<file path="src/rtl/mul_pkg.sv">
`timescale 1ns/1ps
package mul_pkg;
    typedef enum logic [1:0] {
        PH_IDLE  = 2'd0,
        PH_ADD   = 2'd1,
        PH_SHIFT = 2'd2
    } phase_e;
endpackage

</file>
<file path="src/rtl/half_adder.sv">
`timescale 1ns/1ps
module half_adder (
    input  logic a,
    input  logic b,
    output logic s,
    output logic c
);
    assign s = a ^ b;
    assign c = a & b;
endmodule

</file>
<file path="src/rtl/ripple_adder.sv">
`timescale 1ns/1ps
module ripple_adder #(
    parameter int W = 4
) (
    input  logic [W-1:0] x,
    input  logic [W-1:0] y,
    output logic [W-1:0] sum,
    output logic         cout
);
    logic [W:0] cy;
    assign cy[0] = 1'b0;

    // each full adder: two half adders, carries joined by OR
    for (genvar i = 0; i < W; i++) begin : g_bit
        logic s1, c1, c2;
        half_adder u_ha0 (.a(x[i]), .b(y[i]),  .s(s1),     .c(c1));
        half_adder u_ha1 (.a(s1),   .b(cy[i]), .s(sum[i]), .c(c2));
        assign cy[i+1] = c1 | c2;
    end

    assign cout = cy[W];
endmodule

</file>
<file path="src/rtl/shift_reg.sv">
`timescale 1ns/1ps
module shift_reg #(
    parameter int W = 4
) (
    input  logic         clk,
    input  logic         rst,
    input  logic         en,
    input  logic         ld_n,   // 0: parallel load, 1: shift right
    input  logic         si,
    input  logic [W-1:0] par,
    output logic [W-1:0] q
);
    logic [W-1:0] q_d, q_q;

    always_comb begin
        q_d = q_q;
        if (en) begin
            if (!ld_n) q_d = par;
            else       q_d = {si, q_q[W-1:1]};
        end
    end

    always_ff @(posedge clk) begin
        if (rst) q_q <= '0;
        else     q_q <= q_d;
    end

    assign q = q_q;
endmodule

</file>
<file path="src/rtl/mul_ctrl.sv">
`timescale 1ns/1ps
module mul_ctrl #(
    parameter int ITERS = 4
) (
    input  logic clk,
    input  logic rst,
    input  logic start,
    output logic go,
    output logic add_ph,
    output logic shift_ph,
    output logic busy,
    output logic done
);
    import mul_pkg::*;

    localparam int CW = (ITERS > 1) ? $clog2(ITERS) : 1;
    localparam logic [CW-1:0] LAST = CW'(ITERS - 1);

    typedef struct packed {
        phase_e        ph;
        logic [CW-1:0] cnt;
        logic          done;
    } ctrl_t;

    ctrl_t c_d, c_q;

    always_comb begin
        c_d      = c_q;
        c_d.done = 1'b0;
        unique case (c_q.ph)
            PH_IDLE: begin
                if (start) begin
                    c_d.ph  = PH_ADD;
                    c_d.cnt = '0;
                end
            end
            PH_ADD: c_d.ph = PH_SHIFT;
            PH_SHIFT: begin
                if (c_q.cnt == LAST) begin
                    c_d.ph   = PH_IDLE;
                    c_d.done = 1'b1;
                end else begin
                    c_d.ph  = PH_ADD;
                    c_d.cnt = c_q.cnt + 1'b1;
                end
            end
            default: c_d.ph = PH_IDLE;
        endcase
    end

    always_ff @(posedge clk) begin
        if (rst) c_q <= '{ph: PH_IDLE, cnt: '0, done: 1'b0};
        else     c_q <= c_d;
    end

    assign go       = (c_q.ph == PH_IDLE) && start;
    assign add_ph   = (c_q.ph == PH_ADD);
    assign shift_ph = (c_q.ph == PH_SHIFT);
    assign busy     = (c_q.ph != PH_IDLE);
    assign done     = c_q.done;
endmodule

</file>
<file path="src/rtl/mul_top.sv">
`timescale 1ns/1ps
module mul_top #(
    parameter int W = 4
) (
    input  logic           clk,
    input  logic           rst,
    input  logic           start,
    input  logic [W-1:0]   mcand,
    input  logic [W-1:0]   mplier,
    output logic [2*W-1:0] product,
    output logic           busy,
    output logic           done
);
    typedef struct packed {
        logic         carry;
        logic [W-1:0] mc;
    } dp_t;

    dp_t d_d, d_q;

    logic         go, add_ph, shift_ph;
    logic [W-1:0] acc, mreg, sum;
    logic         cout, do_add;

    mul_ctrl #(.ITERS(W)) u_ctrl (
        .clk(clk), .rst(rst), .start(start),
        .go(go), .add_ph(add_ph), .shift_ph(shift_ph),
        .busy(busy), .done(done)
    );

    ripple_adder #(.W(W)) u_add (
        .x(acc), .y(d_q.mc), .sum(sum), .cout(cout)
    );

    assign do_add = add_ph && mreg[0];

    // accumulator: cleared on go, loaded with sum on add, shifts in the carry
    shift_reg #(.W(W)) u_acc (
        .clk(clk), .rst(rst),
        .en(go || do_add || shift_ph),
        .ld_n(shift_ph),
        .si(d_q.carry),
        .par(go ? '0 : sum),
        .q(acc)
    );

    // multiplier register: loaded on go, receives accumulator low bit on shift
    shift_reg #(.W(W)) u_mreg (
        .clk(clk), .rst(rst),
        .en(go || shift_ph),
        .ld_n(shift_ph),
        .si(acc[0]),
        .par(mplier),
        .q(mreg)
    );

    always_comb begin
        d_d = d_q;
        if (go) begin
            d_d.carry = 1'b0;
            d_d.mc    = mcand;
        end else if (do_add) begin
            d_d.carry = cout;
        end else if (shift_ph) begin
            d_d.carry = 1'b0;
        end
    end

    always_ff @(posedge clk) begin
        if (rst) d_q <= '0;
        else     d_q <= d_d;
    end

    assign product = {acc, mreg};
endmodule

</file>
<file path="config.mk">
export PLATFORM = sky130hd
export DESIGN_NAME = mul_top
export DESIGN_NICKNAME = d
export VERILOG_FILES = /design/src/rtl/mul_pkg.sv /design/src/rtl/half_adder.sv /design/src/rtl/ripple_adder.sv /design/src/rtl/shift_reg.sv /design/src/rtl/mul_ctrl.sv /design/src/rtl/mul_top.sv
export SDC_FILE = /design/constraint.sdc
export NUM_CORES = 1
export LEC_CHECK = 0
export ABC_CLOCK_PERIOD_IN_PS = 3100
export BUFFER_PORTS_ARGS = -buffer_cell sky130_fd_sc_hd__buf_2
export CORE_MARGIN = 10
export CORE_UTILIZATION = 55
export CTS_BUF_LIST = sky130_fd_sc_hd__clkbuf_4 sky130_fd_sc_hd__clkbuf_8
export DETAILED_ROUTE_END_ITERATION = 10
export PLACE_DENSITY = 0.88
export SLEW_MARGIN = 5
export SYNTH_ARGS = -nofsm -noshare
export SYNTH_HDL_FRONTEND = slang
export SYNTH_HIERARCHICAL = 1
export SYNTH_SLANG_ARGS = --single-unit
export TNS_END_PERCENT = 20
</file>
<file path="constraint.sdc">
create_clock -name clk -period 3.1 [get_ports clk]
set_input_delay 0.465 -clock clk [delete_from_list [all_inputs] [get_ports clk]]
set_output_delay 0.465 -clock clk [all_outputs]
set_load 0.01 [all_outputs]
</file>
==> impl_metrics.ini, run 1 <==
[detailed_routing]
wirelength_um = 1930
vias = 752
drt_first_pass_iters = 4
vias_per_cell = 5.49
ant_nets = 0
detail_route.iter0.violations = 20
wl_per_cell_um = 14.1
drc = 0

[final_layout]
syn2layout_area_growth_pct = 13.7
final_layout_size_suffix_gt1_share_pct = 28.3
diodes = 0
nNetsFinal = 141
finish.utilization_pct = 65.2
mostFrequentLayoutCells = buf_2 (20), dfxtp_1 (18), nor2_1 (14)
final_common_cell = buf_2
layout.cells.non_filler = 137

[synth]
yosys.area_share.simple_pct = 23.3
yosysWarnings = 6
seq_area_frac_synth_pct = 37.2
synth_compound_area_share_pct = 9.56
ys_types = 25
syn_inst = 100
muxShareOfSynthArea_pct = 13.4
synth-seq-cells = 18
synth_xor_area_share_pct = 0
synth_top_family_by_area = simple AND/OR/NAND/NOR gates
synthesis.nets = 120
synthAdderAreaFrac_pct = 11.6
avgSynthCellArea_um2 = 9.68
synthesis.area_um2 = 968

[status]
status = complete, no violations

[die]
io_pins = 21
die_y_um = 62.0
die_width_um = 62.0
coreArea_um2 = 1690
row_count = 15
start_util_pct = 57.3
die_area_um2 = 3840

[min_path]
hold_path_class = in2reg

[cts]
htreeDepth = 1
cts.repair.resized = 0
cts.sinks = 18
cts_made_buffers = 3
clk_latency_ns = 0.28
holdBufCountCts = 0
cts_root_buf = clkbuf_4
cts_tree = done
cts.clk_slew.worst_paths_ns = 0.10
cts_buffer_depth = 2
cts_setup_buffers = 0

[timing]
finalSetupViolCount = 0
hold_violations = 0
grt_setup_unrepaired = no
skew_ns = 0.00536
min_period_ns = 2.35
tns_ns = 0
slew_viol_final = 0
clock.fmax_ghz = 0.425
period_share_pct = 75.8

[setup_path]
path_class = reg2reg
end_kind = flop
required_ns = 3.26
startpoint_type = flop
worst-path-max-fanout = 4
crit_arrival_ns = 2.51

[placement]
dp_hpwl_um = 1480
place.port_buffers = 20
gp_congestion = 0.728
placed_cells = 133

[grt]
first_global_vias = 737
grt.total_usage_pct = 10.5
antenna_found_initial = 0
grt_max_degree = 19
globalRouteOverflowTotal = 0
grt_pass1_wl_um = 3080

[pwr]
powerDensity_nw_per_um2 = 477
ir_worst_vdd_mv = 0.342
leakagePower_nw = 0.518

[job]
maxCapViolations = 0
## layer usage
metal | wire length [um] | track usage [%] | share of wire (%)
met1 | 821 | 11.6 | 43
met2 | 1000 | 18.6 | 52
met3 | 104 | 3.46 | 5.4
met4 | 0 | 2.87 | 0
met5 | 0 | 0 | 0
## cell usage after synthesis (all sizes together)
| cell | instances | share of area (%) |
|---|---|---|
| nor3b | 1 | 0.78 |
| nand2b | 1 | 1.4 |
| nand2 | 4 | 1.5 |
| dfxtp | 18 | 37 |
| inv | 1 | 0.39 |
| nor3 | 1 | 0.52 |
| or2 | 6 | 4.1 |
| nor4b | 1 | 1.5 |
| nor2 | 14 | 5.4 |
| a31oi | 2 | 1.3 |
| ha | 9 | 12 |
| mux2i | 13 | 13 |
| a21oi | 1 | 0.52 |
| buf | 4 | 3.1 |
| o21bai | 1 | 0.78 |
| a211oi | 9 | 7.0 |
| and2b | 4 | 3.6 |
| clkbuf | 2 | 1.0 |
| nand3 | 3 | 1.5 |
| conb | 1 | 0.39 |
| nor2b | 3 | 1.9 |
| nand3b | 1 | 0.78 |
## power by group
part	switching, mW	internal, mW	total [mW]
Combinational	0.0589	0.0603	0.119
Clock	0.0681	0.0714	0.139
Sequential	0.0170	0.249	0.266
## registers in the layout, indices dropped and copies added, names as in the netlist
name / cells
u_acc/q: 4
d_q: 5
u_ctrl/c_q: 4
u_ctrl/done: 1
u_mreg/q: 4
## area by class of cell
class / count / area (um^2)
flip-flops and latches: 18 / 360
repair buffers: 22 / 115
multi-input cells: 75 / 564
clock buffers: 4 / 36.3
inverters: 1 / 3.75
fillers: 136 / 588
well taps: 17 / 21.3
## worst max-delay path, stage by stage, from the launching register on
cell and delay, ns:
dfxtp_1 0.35, ha_1 0.19, or2_1 0.21, ha_1 0.17, or2_1 0.24, ha_1 0.18, or2_1 0.22, ha_1 0.27
and2b_2 0.19, mux2i_1 0.13, a211oi_1 0.09
## per-stage QoR
step / instance area, um^2 / hold WS [ns] / worst slack [ns] / total power [mW]
3_5_place_dp: 1060 / 0.493 / 0.769 / 0.391
5_1_grt: 1100 / 0.417 / 0.676 / 0.561
2_1_floorplan: 968 / 0.452 / 0.860 / 0.354
4_1_cts: 1100 / 0.401 / 0.750 / 0.533
6_report: 1100 / 0.410 / 0.749 / 0.525
3_3_place_gp: 1060 / 0.476 / 0.857 / 0.384
## kinds of logic (layout without fill, tap and decap cells)
logic type | after synthesis | after routing
buffers and inverters | 7 | 27
and+or+nand+nor | 39 | 39
adders and majority gates | 9 | 9
AOI/OAI and AO/OA | 13 | 13
other | 1 | 1
DFF | 18 | 18
muxes | 13 | 13
## worst paths after layout
check	cells after the start	slack (ns)	start	end
max	10	0.75	u_acc/q[0]	u_acc/q[3]
min reg2reg	2	0.51	u_ctrl/c_q[2]	u_ctrl/c_q[2]
min	3	0.41	mcand[1]	d_q[1]
max reg2reg	10	0.75	u_acc/q[0]	u_acc/q[3]
(Power assumes the default switching activity.)
==> run 2, diff against run 1 <==
ABC_AREA = 1   (was default)
ABC_CLOCK_PERIOD_IN_PS = 2460   (was 3100)
CORE_UTILIZATION = 56   (was 55)
clock period = 2.46 ns   (was 3.1 ns; I/O delays follow)
==> impl_metrics.ini, run 2 <==
[grt]
grt_max_degree = 18
first_global_vias = 926
antenna_found_initial = 0
globalRouteOverflowTotal = 0
grt_pass1_wl_um = 3690
grt.total_usage_pct = 10.8

[final_layout]
layout.cells.non_filler = 212
largest_register_ffs = 5
nNetsFinal = 208
final_layout_size_suffix_gt1_share_pct = 15.5
syn2layout_area_growth_pct = 12.8
diodes = 0
design_area_um2 = 1180
largest-register = d_q
mostFrequentLayoutCells = nand2_1 (45), inv_1 (34), nor2_1 (31)
finish.utilization_pct = 67.8
final_common_cell = nand2_1

[pwr]
powerDensity_nw_per_um2 = 607
intPower_mw = 0.488
ir_worst_vdd_mv = 0.352
swShare_pct = 32.1
p_seq_share_pct = 47.8
clockPowerShare_pct = 24.6
leakagePower_nw = 0.703
power_frac_comb_pct = 27.7
p_sw_mw = 0.231

[die]
start_util_pct = 60.1
die_y_um = 63.3
die_width_um = 63.3
coreArea_um2 = 1750
io_pins = 21
die_area_um2 = 4010
row_count = 15

[detailed_routing]
drt_first_pass_iters = 4
detail_route.iter0.violations = 44
wl_per_cell_um = 9.95
drc = 0
ant_nets = 0
vias_per_cell = 4.57
vias = 969
wirelength_um = 2110

[synth]
synthAdderAreaFrac_pct = 10.7
synth-seq-cells = 18
muxShareOfSynthArea_pct = 0
synthesis.area_um2 = 1050
yosysMostFrequentCell = nand2_1
yosys.area_share.simple_pct = 35.5
async_flop_share_pct = 0
synthesis.nets = 186
synth_xor_area_share_pct = 0
seq_area_frac_synth_pct = 34.3
ys_types = 13
synth_area_leader_cell = dfxtp_1
avgSynthCellArea_um2 = 6.32
synth_ff_type = dfxtp_1
synth_top_family_by_area = simple AND/OR/NAND/NOR gates
synth_compound_area_share_pct = 2.38
synth_top_area_share_pct = 34.3
synth_common_cells = nand2_1 (45), inv_1 (34), nor2_1 (31)
yosys-top-cells-area = dfxtp_1 (34%), nand2_1 (16%), inv_1 (12%)
yosysWarnings = 6
syn_inst = 166
synth-edff-count = 0

[timing]
skew_ns = 0.00361
min_period_ns = 1.89
finalSetupViolCount = 0
period_share_pct = 76.8
slew_viol_final = 0
grt_setup_unrepaired = no
hold_violations = 0
tns_ns = 0
hold_ws_ns = 0.319
clock.fmax_ghz = 0.530

[setup_path]
critPathMaxStageDelay_ns = 0.35
path_class = reg2reg
reg2reg_slack_ns = 0.57
r2r_start = u_acc/q[1]
r2r-end = u_acc/q[3]
worst-path-max-fanout = 4
crit_arrival_ns = 2.08
end_kind = flop
required_ns = 2.65
startpoint_type = flop
crit_chain = ha_1 > ha_1 > inv_1 > nand2_1 > ha_1 > inv_1 > nand2_1 > ha_1 > inv_1 > nor2_1 > nand2_1 > nand3_1 > nand2_1 > inv_1
reg2reg_depth = 14
cp-startpoint = u_acc/q[1]
cp_slowest_cell = dfxtp_1

[cts]
cts.repair.resized = 0
htreeDepth = 1
cts.clk_slew.worst_paths_ns = 0.10
holdBufCountCts = 0
cts_tree = done
cts_buffer_depth = 2
cts_setup_buffers = 0
cts_root_buf = clkbuf_4
cts.sinks = 18
cts_made_buffers = 3
clk_latency_ns = 0.28

[min_path]
hold_path_class = in2reg
holdCritStartpoint = mcand[2]
hold_path_end = d_q[2]
hold_path_depth = 3

[status]
status = complete, no violations

[job]
maxCapViolations = 0

[placement]
gp_congestion = 0.804
placed_cells = 208
placed_area_um2 = 1150
dp_hpwl_um = 1660
place.port_buffers = 20
[run 2: cell count changes after synthesis, moves of 3 or more]
cell      before  now
and2b_2        4    0
nand2_1        4   45
a21oi_1        1    5
nor2_1        14   31
inv_1          1   34
nand3_1        3   13
a211oi_1       9    0
or2_1          4    0
nor2b_1        3    0
mux2i_1       13    0
[run 2: cells by family (layout without fill, tap and decap cells)]
kind of cell	count (synthesis)	count (layout)
compound gates	5	5
fa+ha+maj	9	9
buf+inv	40	61
flops	18	18
other cells	1	1
simple gates	93	93
[run 2: worst max path at each step]
| stage | endpoint | slack, ns |
|---|---|---|
| after global routing | u_acc/q[3] | 0.38 |
| after CTS | u_acc/q[3] | 0.56 |
| after global placement | u_acc/q[3] | 0.66 |
| after detailed placement | u_acc/q[3] | 0.58 |
| after floorplan | u_acc/q[3] | 0.68 |
| final | u_acc/q[3] | 0.57 |
[run 2: through the flow]
step	total power [mW]	setup slack [ns]
global route	0.776	0.384
CTS	0.727	0.559
finish	0.718	0.572
floorplan	0.500	0.678
detailed placement	0.550	0.584
global placement	0.537	0.659
[run 2: per-layer routing]
layer | wire length, um | global-route usage [%]
met2 | 1110 | 19.5
met1 | 887 | 12.1
met3 | 112 | 2.65
met4 | 0 | 3.28
met5 | 0 | 0
[run 2: power by group through the flow]
stage	sequential (mW)	combinational [mW]	clock (mW)
final	0.343	0.199	0.176
after CTS	0.344	0.202	0.182
after global placement	0.348	0.189	0
after detailed placement	0.350	0.200	0
after floorplan	0.354	0.145	0
after global routing	0.348	0.231	0.197
[run 2: area by class of cell]
type / instances / area, um^2
clock buffer: 4 / 36.3
fill: 169 / 562
inverter: 37 / 141
multi-input combinational: 108 / 514
sequential: 18 / 360
tap: 25 / 31.3
timing repair buffer: 20 / 100
[run 2: worst max-delay path: cells and delay by family, from the launching register on]
family	cells	cell delay [ns]
simple gates	6	0.33
buf+inv	4	0.19
fa+ha+maj	4	0.93
flops	1	0.35
